File: src/rtl/predec_pkg.sv
// Package: shared constants and types for the predecode annotator.
// Assumes 8-bit code bytes and a 15-byte maximum instruction length.
package predec_pkg;
    localparam int BYTE_W    = 8;
    localparam int MAX_INSN  = 15;
    localparam int LEN_W     = $clog2(MAX_INSN + 1);
    localparam int CNT_W     = 4;   // holds displacement plus immediate bytes (up to 8)
    localparam int IMM_W     = 3;   // holds 0, 1 or 4
    localparam int UOP_W     = 2;
    localparam logic [BYTE_W-1:0] ESC_BYTE = 8'h0F;

    // Where the scan is inside the current instruction
    typedef enum logic [1:0] {
        PH_OPC   = 2'd0,   // expecting a prefix or the first opcode byte
        PH_ESC   = 2'd1,   // expecting the byte after the escape
        PH_MODRM = 2'd2,   // expecting a ModRM byte
        PH_TAIL  = 2'd3    // inside displacement / immediate bytes
    } phase_e;

    typedef struct packed {
        phase_e             phase;
        logic [LEN_W-1:0]   len;   // bytes of this instruction already seen
        logic [CNT_W-1:0]   rem;   // tail bytes still to come, this one included
        logic [IMM_W-1:0]   imm;   // immediate bytes owed after ModRM
    } scan_t;

    localparam scan_t SCAN_IDLE = '{phase: PH_OPC, len: '0, rem: '0, imm: '0};

    // Operand shape of one opcode
    typedef struct packed {
        logic               modrm;
        logic [IMM_W-1:0]   imm;
        logic [UOP_W-1:0]   uops;
    } opcls_t;

    // Tag bits attached to one byte
    typedef struct packed {
        logic               start;
        logic               fin;
        logic               opc;
        logic [UOP_W-1:0]   uops;
    } tag_t;
endpackage

File: src/rtl/predec_opclass.sv
// Module: operand-shape lookup for one byte, in both opcode maps at once.
// Assumes the caller picks the map from the scan phase; the escape byte and
// prefixes are decided by the caller, not by the one-byte map.
module predec_opclass
    import predec_pkg::*;
(
    input  logic [BYTE_W-1:0] byte_i,
    output logic              is_prefix_o,
    output opcls_t            one_o,
    output opcls_t            two_o
);

    // Recognise the supported prefix bytes
    always_comb begin : prefix_match
        case (byte_i)
            8'h26, 8'h2E, 8'h36, 8'h3E,
            8'h64, 8'h65, 8'h66, 8'h67,
            8'hF0, 8'hF2, 8'hF3: is_prefix_o = 1'b1;
            default:             is_prefix_o = 1'b0;
        endcase
    end

    // Operand shape when the byte is a single-byte opcode
    always_comb begin : map_one
        one_o = '{modrm: 1'b0, imm: 3'd0, uops: 2'd1};
        if (byte_i < 8'h40) begin
            case (byte_i[2:0])
                3'd0, 3'd1, 3'd2, 3'd3: one_o.modrm = 1'b1;
                3'd4:                   one_o.imm   = 3'd1;
                3'd5:                   one_o.imm   = 3'd4;
                default:                ;
            endcase
        end else begin
            case (byte_i)
                8'h80, 8'h83: one_o = '{modrm: 1'b1, imm: 3'd1, uops: 2'd2};
                8'h81:        one_o = '{modrm: 1'b1, imm: 3'd4, uops: 2'd2};
                8'h88, 8'h89,
                8'h8A, 8'h8B: one_o.modrm = 1'b1;
                8'hC3:        one_o.uops  = 2'd2;
                8'hCD:        one_o = '{modrm: 1'b0, imm: 3'd1, uops: 2'd3};
                8'hE8:        one_o = '{modrm: 1'b0, imm: 3'd4, uops: 2'd2};
                8'hE9:        one_o.imm   = 3'd4;
                8'hEB:        one_o.imm   = 3'd1;
                default: begin
                    if (byte_i[7:4] == 4'h7 || byte_i[7:3] == 5'b10110)
                        one_o.imm = 3'd1;
                    else if (byte_i[7:3] == 5'b10111)
                        one_o.imm = 3'd4;
                end
            endcase
        end
    end

    // Operand shape when the byte follows the escape
    always_comb begin : map_two
        two_o = '{modrm: 1'b1, imm: 3'd0, uops: 2'd1};
        if (byte_i[7:4] == 4'h8)
            two_o = '{modrm: 1'b0, imm: 3'd4, uops: 2'd1};
        else if (byte_i == 8'hA2)
            two_o = '{modrm: 1'b0, imm: 3'd0, uops: 2'd3};
        else if (byte_i == 8'hAF)
            two_o.uops = 2'd2;
    end

endmodule

File: src/rtl/predec_lane.sv
// Module: one lane of the scan chain. Given the scan state left by the
// previous byte, it tags this byte and hands the updated state on.
// Assumes the class inputs come from predec_opclass for the same byte.
module predec_lane
    import predec_pkg::*;
(
    input  scan_t             cur_i,
    input  logic [BYTE_W-1:0] byte_i,
    input  logic              is_prefix_i,
    input  opcls_t            one_i,
    input  opcls_t            two_i,
    output scan_t             nxt_o,
    output tag_t              tag_o,
    output logic              over_o
);

    opcls_t            cls;
    logic              take_op;
    logic              done;
    logic [CNT_W-1:0]  disp;
    logic [CNT_W-1:0]  tail;

    // Displacement size from the ModRM mode field
    always_comb begin : disp_size
        case (byte_i[7:6])
            2'b01:   disp = CNT_W'(1);
            2'b10:   disp = CNT_W'(4);
            default: disp = '0;
        endcase
        tail = disp + CNT_W'(cur_i.imm);
    end

    // Advance the scan by one byte and form its tags
    always_comb begin : lane_step
        cls     = (cur_i.phase == PH_ESC) ? two_i : one_i;
        nxt_o   = cur_i;
        tag_o   = '0;
        take_op = 1'b0;
        done    = 1'b0;
        over_o  = 1'b0;
        tag_o.start = (cur_i.phase == PH_OPC) && (cur_i.len == '0);
        case (cur_i.phase)
            PH_OPC: begin
                if (byte_i == ESC_BYTE) begin
                    tag_o.opc   = 1'b1;
                    nxt_o.phase = PH_ESC;
                end else if (!is_prefix_i) begin
                    take_op = 1'b1;
                end
            end
            PH_ESC: take_op = 1'b1;
            PH_MODRM: begin
                if (tail == '0) begin
                    done = 1'b1;
                end else begin
                    nxt_o.phase = PH_TAIL;
                    nxt_o.rem   = tail;
                end
            end
            default: begin
                if (cur_i.rem == CNT_W'(1)) done = 1'b1;
                else nxt_o.rem = cur_i.rem - CNT_W'(1);
            end
        endcase
        if (take_op) begin
            tag_o.opc  = 1'b1;
            tag_o.uops = cls.uops;
            if (cls.modrm) begin
                nxt_o.phase = PH_MODRM;
                nxt_o.imm   = cls.imm;
            end else if (cls.imm != '0) begin
                nxt_o.phase = PH_TAIL;
                nxt_o.rem   = CNT_W'(cls.imm);
            end else begin
                done = 1'b1;
            end
        end
        if (!done && cur_i.len == LEN_W'(MAX_INSN - 1)) begin
            done   = 1'b1;
            over_o = 1'b1;
        end
        nxt_o.len = cur_i.len + LEN_W'(1);
        if (done) nxt_o = SCAN_IDLE;
        tag_o.fin = done;
    end

endmodule

File: src/rtl/predec_annotator.sv
// Module: top of the predecode annotator. It chains LANES scan lanes
// combinationally across one window and registers the scan state left after
// the last lane for the next valid window.
// Assumes the bytes of a window are in stream order with lane 0 first.
module predec_annotator
    import predec_pkg::*;
#(
    parameter int LANES = 16
) (
    input  logic                    clk,
    input  logic                    rst_n,
    input  logic                    win_valid_i,
    input  logic                    restart_i,
    input  logic [LANES*BYTE_W-1:0] win_bytes_i,
    output logic [LANES-1:0]        start_o,
    output logic [LANES-1:0]        end_o,
    output logic [LANES-1:0]        opc_o,
    output logic [LANES*UOP_W-1:0]  uops_o,
    output logic [LANES-1:0]        overlong_o
);

    scan_t            chain [0:LANES];
    scan_t            st_q;
    tag_t             tags  [0:LANES-1];
    logic [LANES-1:0] cut;

    assign chain[0] = restart_i ? SCAN_IDLE : st_q;

    for (genvar g = 0; g < LANES; g++) begin : g_lane
        logic   pre;
        opcls_t c1;
        opcls_t c2;

        predec_opclass u_cls (
            .byte_i      (win_bytes_i[g*BYTE_W +: BYTE_W]),
            .is_prefix_o (pre),
            .one_o       (c1),
            .two_o       (c2)
        );

        predec_lane u_lane (
            .cur_i       (chain[g]),
            .byte_i      (win_bytes_i[g*BYTE_W +: BYTE_W]),
            .is_prefix_i (pre),
            .one_i       (c1),
            .two_i       (c2),
            .nxt_o       (chain[g+1]),
            .tag_o       (tags[g]),
            .over_o      (cut[g])
        );

        assign start_o[g]                = win_valid_i & tags[g].start;
        assign end_o[g]                  = win_valid_i & tags[g].fin;
        assign opc_o[g]                  = win_valid_i & tags[g].opc;
        assign uops_o[g*UOP_W +: UOP_W]  = win_valid_i ? tags[g].uops : '0;
        assign overlong_o[g]             = win_valid_i & cut[g];
    end

    // Keep the scan state of an unfinished instruction for the next window
    always_ff @(posedge clk) begin : scan_reg
        if (!rst_n)           st_q <= SCAN_IDLE;
        else if (win_valid_i) st_q <= chain[LANES];
    end

    // ---------------- assertions ----------------
    logic             last_end_q;
    logic [LANES-1:0] uop_nz;

    for (genvar g = 0; g < LANES; g++) begin : g_nz
        assign uop_nz[g] = |uops_o[g*UOP_W +: UOP_W];
    end

    // Remember whether the previous valid window closed its last instruction
    always_ff @(posedge clk) begin : chk_last_end
        if (!rst_n)           last_end_q <= 1'b1;
        else if (win_valid_i) last_end_q <= end_o[LANES-1];
    end

    assert_idle_quiet_R1: assert property (@(posedge clk) disable iff (!rst_n)
        !win_valid_i |-> (start_o == '0 && end_o == '0 && opc_o == '0
                          && uops_o == '0 && overlong_o == '0));

    assert_start_follows_end_R3: assert property (@(posedge clk) disable iff (!rst_n)
        win_valid_i |-> start_o[LANES-1:1] == end_o[LANES-2:0]);

    assert_uops_on_opcode_R5: assert property (@(posedge clk) disable iff (!rst_n)
        (uop_nz & ~opc_o) == '0);

    assert_carry_lane0_R9: assert property (@(posedge clk) disable iff (!rst_n)
        (win_valid_i && !restart_i) |-> start_o[0] == last_end_q);

    assert_restart_starts_R10: assert property (@(posedge clk) disable iff (!rst_n)
        (win_valid_i && restart_i) |-> start_o[0]);

    assert_overlong_ends_R11: assert property (@(posedge clk) disable iff (!rst_n)
        (overlong_o & ~end_o) == '0);

    assert_len_bound_R11: assert property (@(posedge clk) disable iff (!rst_n)
        st_q.len <= LEN_W'(MAX_INSN - 1));

endmodule

File: config.mk
export PLATFORM = sky130hd
export DESIGN_NAME = predec_annotator
export DESIGN_NICKNAME = d
export VERILOG_FILES = /design/src/rtl/predec_pkg.sv /design/src/rtl/predec_opclass.sv /design/src/rtl/predec_lane.sv /design/src/rtl/predec_annotator.sv
export SDC_FILE = /design/constraint.sdc
export NUM_CORES = 1
export LEC_CHECK = 0
export BUFFER_PORTS_ARGS = -buffer_cell sky130_fd_sc_hd__buf_2
export CORE_ASPECT_RATIO = 1.1
export CORE_MARGIN = 1
export CORE_UTILIZATION = 35
export DETAILED_ROUTE_END_ITERATION = 6
export PLACE_DENSITY = 0.57
export SYNTH_ARGS = -nofsm -noshare
export SYNTH_HDL_FRONTEND = slang
export SYNTH_HIERARCHICAL = 1
export SYNTH_SLANG_ARGS = --single-unit
File: constraint.sdc
create_clock -name clk -period 39.6 [get_ports clk]
set_input_delay 3.96 -clock clk [delete_from_list [all_inputs] [get_ports clk]]
set_output_delay 3.96 -clock clk [all_outputs]
set_load 0.02 [all_outputs]
Yosys cells after proc, flatten, opt, wreduce, memory -nomap -nowiden

Index checks and enable logic that the tools add are counted.

$add $sub $neg: 48
Bitwise gates (word level): 64
Magnitude comparators: 16
$mul: 0
Shifts and indexed selects: 0
Reductions and logical operators: 272
Equal/unequal tests: 656
Multiplexer cells: 721
Divide/modulo/power cells: 0

Operator list:

| cell               | number |
|---|---|
| $eq 8x8->1 const B | 272 |
| $eq 8x6->1 const B | 64 |
| $eq 8x7->1 const B | 64 |
| $mux 4             | 96 |
| $mux 2             | 144 |
| $mux 1             | 224 |
| $mux 13            | 17 |
| $mux 3             | 64 |
| $mux 6             | 32 |
| $pmux 3 s2         | 32 |
| $reduce_or 11->1   | 16 |
| $eq 5x5->1 const B | 32 |
| $reduce_or 5->1    | 32 |
| $pmux 3 s3         | 16 |
| $eq 4x4->1 const B | 32 |
| $eq 8x4->1 const B | 16 |
| $logic_not 4->1    | 32 |
| $lt 8x7->1 const B | 16 |
| $pmux 2 s2         | 32 |
| $pmux 4 s2         | 16 |
| $reduce_or 4->1    | 32 |
| $mux 7             | 16 |
| $reduce_or 7->1    | 16 |
| $eq 3x2->1 const B | 32 |
| 19 further kinds   | 432 |

Word-level logic and storage cells: 1,781
Bits in read-only memories: 0
Output and inout port bits: 96
Register bits: 13
Memories kept: 0
RAM bits: 0
Latch bits: 0

Depth between registers and ports, before layout

Depth in word-level cells: 179
Mapped depth: 132
Depth with buffers taken out: 116

By module

Netlist, hierarchy kept.

By module, submodules not included:

| module                             | cells each | instances | area each (sq um) |
|---|---|---|---|
| predec_lane (g_lane[0].u_lane ...) | 108        | 11        | 793.3 |
| predec_opclass                     | 51         | 16        | 337.8 |
| predec_lane (g_lane[7].u_lane ...) | 111        | 3         | 779.5 |
| predec_annotator                   | 162        | 1         | 1,261.2 |
| predec_lane (g_lane[5].u_lane)     | 112        | 1         | 818.3 |
| predec_lane (g_lane[3].u_lane)     | 109        | 1         | 719.4 |

Worst setup path after synthesis

No wires, ideal clock.

Path kind: input-to-output
Start: input port restart_i
End: output port end_o[15]
Path buffers: 18
Data required time: 35.640 ns
Arrival: 27.342 ns
Stages on the path: 116
Setup slack: 8.298 ns
Path through: clkbuf_1 nor2b_1 ha_1 a311oi_1 a31oi_1 o21ai_0 a21o_4 buf_6 nor2_1 ha_1 a311oi_1 a31oi_1 o21ai_0 a21o_4 buf_6 nor2_1 ha_1 a311oi_1 [80 not listed] a21o_4 buf_6 nor2_1 ha_1 a311oi_1 a31oi_1 o21ai_0 a21o_4 buf_6 nor2_1 ha_1 a311oi_1 a31oi_1 o21ai_0 a21o_4 buf_6 buf_4 and2_1

RTL lines:

| item        | RTL line               | text |
|---|---|---|
| from (decl) | predec_annotator.sv:13 | `input logic restart_i,` |
| to (decl)   | predec_annotator.sv:16 | `output logic [LANES-1:0] end_o,` |

==> metrics.yaml <==
drt:
  drc: 0
  drt_first_pass_iters: 5
  vias: 19800
  drtIter0Drc: 1035
  wire_per_inst_um: 15.3
  drt_wl_total_mm: 54.3
  detail-route-antenna-nets: 0
  viasPerCell: 5.58
timing:
  fin_crit_sh_pct: 93.4
  rsz0062_at_grt: "false"
  setup_viol: 0
  drv_slew: 0
  timing.fmax_ghz: 0.0270
  setup_tns_ns: 0
  timing.final.crit_period_ns: 37.00
  hold_violations: 0
  worstMarginPinSlew_ns: 0.790
  slew_headroom_pct: 47.3
  finalClockSkew_ns: 0.00107
floorplan:
  ios: 228
  die_h_um: 248
  die_area_mm2: 0.0560
  rows: 89
  initial_core_util_pct: 35.7
  coreArea_mm2: 0.0540
  die_w_um: 226
setup_path:
  r2r_end: "st_q[11]"
  reg2reg_slack_ns: 10.49
  setup.worst_path.start: "win_bytes_i[6]"
  crit_fanout: 16
  crit_path_end_kind: "output pin"
  crit_end: "overlong_o[15]"
  r2r_start: "st_q[0]"
  slowest_delay_ns: 0.75
  path_delay_family: "compound AO/OA/AOI/OAI gates"
  arrival_ns: 33.04
  path_buf_inv: 6
  start_kind: "primary input"
  cp_slowest_cell: "a2111oi_4"
  cp.depth: 84
  critPathKind: "primary input to output pin"
  cp.required_ns: 35.64
  r2r_cells: 84
clock_network:
  clkTransAtPathRegs_ns: 0.04
  numCtsBuffers: 3
  root_buffer: "clkbuf_16"
  cts_htree_levels: 1
  clock-sinks: 13
  clk_path_buf_depth: 2
  cts_hold_buf: 0
  cts_tree: "built"
  clkLatencyLatePin_ns: 0.24
placement:
  place.gp.congestion: 0.853
  postPlaceCellArea_mm2: 0.0203
  dp.final_hpwl_mm: 43.6
  port_buffers: 227
run_status:
  status: "complete, no violations"
synth:
  synthFlopType: "dfxtp_1"
  synth_cell_types: 92
  synth_top_family_by_area: "simple AND/OR/NAND/NOR gates"
  syn_area_per_cell_um2: 7.08
  async_flop_share_pct: 0
  synth_adder_area_share_pct: 8.31
  synthMuxAreaShare_pct: 8.55
  syn_area_mm2: 0.0193
  synthXorXnorAreaFrac_pct: 2.18
  synth_compound_area_share_pct: 31.6
  syn_inst: 2720
  synth-seq-cells: 13
  yosysWarnings: 6
  synth_edf_count: 0
  synthSimpleGateAreaFrac_pct: 38.1
  ys_seq_area_share_pct: 1.35
grt:
  overflow: 0
  grt_pass1_wl_mm: 89.3
  grtUsageTotal_pct: 18.4
  grt_pass1_vias: 18300
  antenna_found_initial: 5
  grt_start_max_net_pins: 61
cells_and_area:
  final_cell_mix: "buf_2, nor2_1, a21oi_1, nand2_1, inv_1"
  area_growth_pct: 6.09
  layout-drive-gt1-share_pct: 18.7
  final_nets: 3082
  final_common_cell: "buf_2"
  nFillCells: 5797
  reg_top3: "st_q (13)"
  post-route-util_pct: 37.9
  largest_register_ffs: 13
  top_register: "st_q"
  fin_area_mm2: 0.0204
run:
  maxCapViolCount: 0
hold_path:
  hold_class: "flip-flop to flip-flop"
worst register-to-register path: cells and delay by family, from the launching register on:
family                     cells  cell delay, ns
DFF                            1            0.35
and+or+nand+nor               19            6.55
AOI/OAI and AO/OA             40           14.73
adders and majority gates      7            1.72
buffers and inverters          4            1.19
xor gates and xnor gates       1            0.12
muxes                         13            4.33
synth_stat cells (31+ instances only):
cell	number	share of area, %
a211oi_1	42	1.6
buf_4	84	3.3
nor4_1	47	1.5
o211ai_1	32	1.2
and3_1	32	1.0
and2_1	138	4.5
nor2b_1	87	2.8
nor2_1	222	4.3
o21ai_0	83	2.2
buf_6	31	1.8
nand2_1	205	4.0
nand3_1	84	2.2
a21o_1	49	1.9
mux2_1	33	1.9
ha_1	128	8.3
mux2i_1	73	3.8
clkbuf_1	50	0.97
o21a_1	33	1.3
nor4b_2	32	2.5
a21oi_1	212	5.5
nand2b_1	90	2.9
inv_1	142	2.8
nor3_1	85	2.2
o22ai_1	32	1.0
a31oi_1	49	1.6
metrics by stage:
stage	instances	hold WS [ns]	setup slack, ns
3_3_place_gp	3537	0.494	2.15
2_1_floorplan	2752	0.474	8.30
4_1_cts	3541	0.524	1.41
5_1_grt	3549	0.547	0.219
6_report	3554	0.519	2.60
3_5_place_dp	3537	0.507	1.51
worst min path at each step:
| stage | end | slack (ns) | cells after the start | from |
|---|---|---|---|---|
| after CTS | st_q[4] | 0.52 | 2 | st_q[4] |
| after floorplan | st_q[0] | 0.47 | 2 | st_q[0] |
| final | st_q[4] | 0.52 | 2 | st_q[4] |
| after global placement | st_q[10] | 0.49 | 2 | st_q[10] |
| after global routing | st_q[1] | 0.55 | 2 | st_q[1] |
| after detailed placement | st_q[10] | 0.51 | 2 | st_q[10] |
cell families after synthesis:
logic type,Yosys count
other,16
muxes,150
and+or+nand+nor,1226
buffers and inverters,334
AOI/OAI and AO/OA,805
xor gates and xnor gates,48
adders and majority gates,128
DFF,13
what timing repair did:
| action | CTS | global route |
|---|---|---|
| endpoints found under the setup margin | 0 | 4 |
| setup buffers | 0 | 8 |
| gates resized for setup | 0 | 2 |
| endpoints found under the hold margin | 0 | 0 |
routing by layer:
layer  track usage [%]  vias up  wire length, um
met3              1.64       55             1900
met5                 0        -               53
met4              3.04        8              692
met2              32.0      415            25500
li1                  -    10200                -
met1              24.9     9144            26100
cell type report:
class                   count  area (um^2)  share of cell area (%)
multi-input cells        2405        17300                    84.6
repair buffers            256         1360                    6.63
well taps                 728          911                    4.46
clock buffers               4         78.8                   0.386
flip-flops and latches     13          260                    1.27
inverters                 143          537                    2.63
diodes                      5         12.5                  0.0612
Power is left out: the tool's default activity adds up to more than one toggle a clock period on the data nets, which glitch-free logic cannot reach.
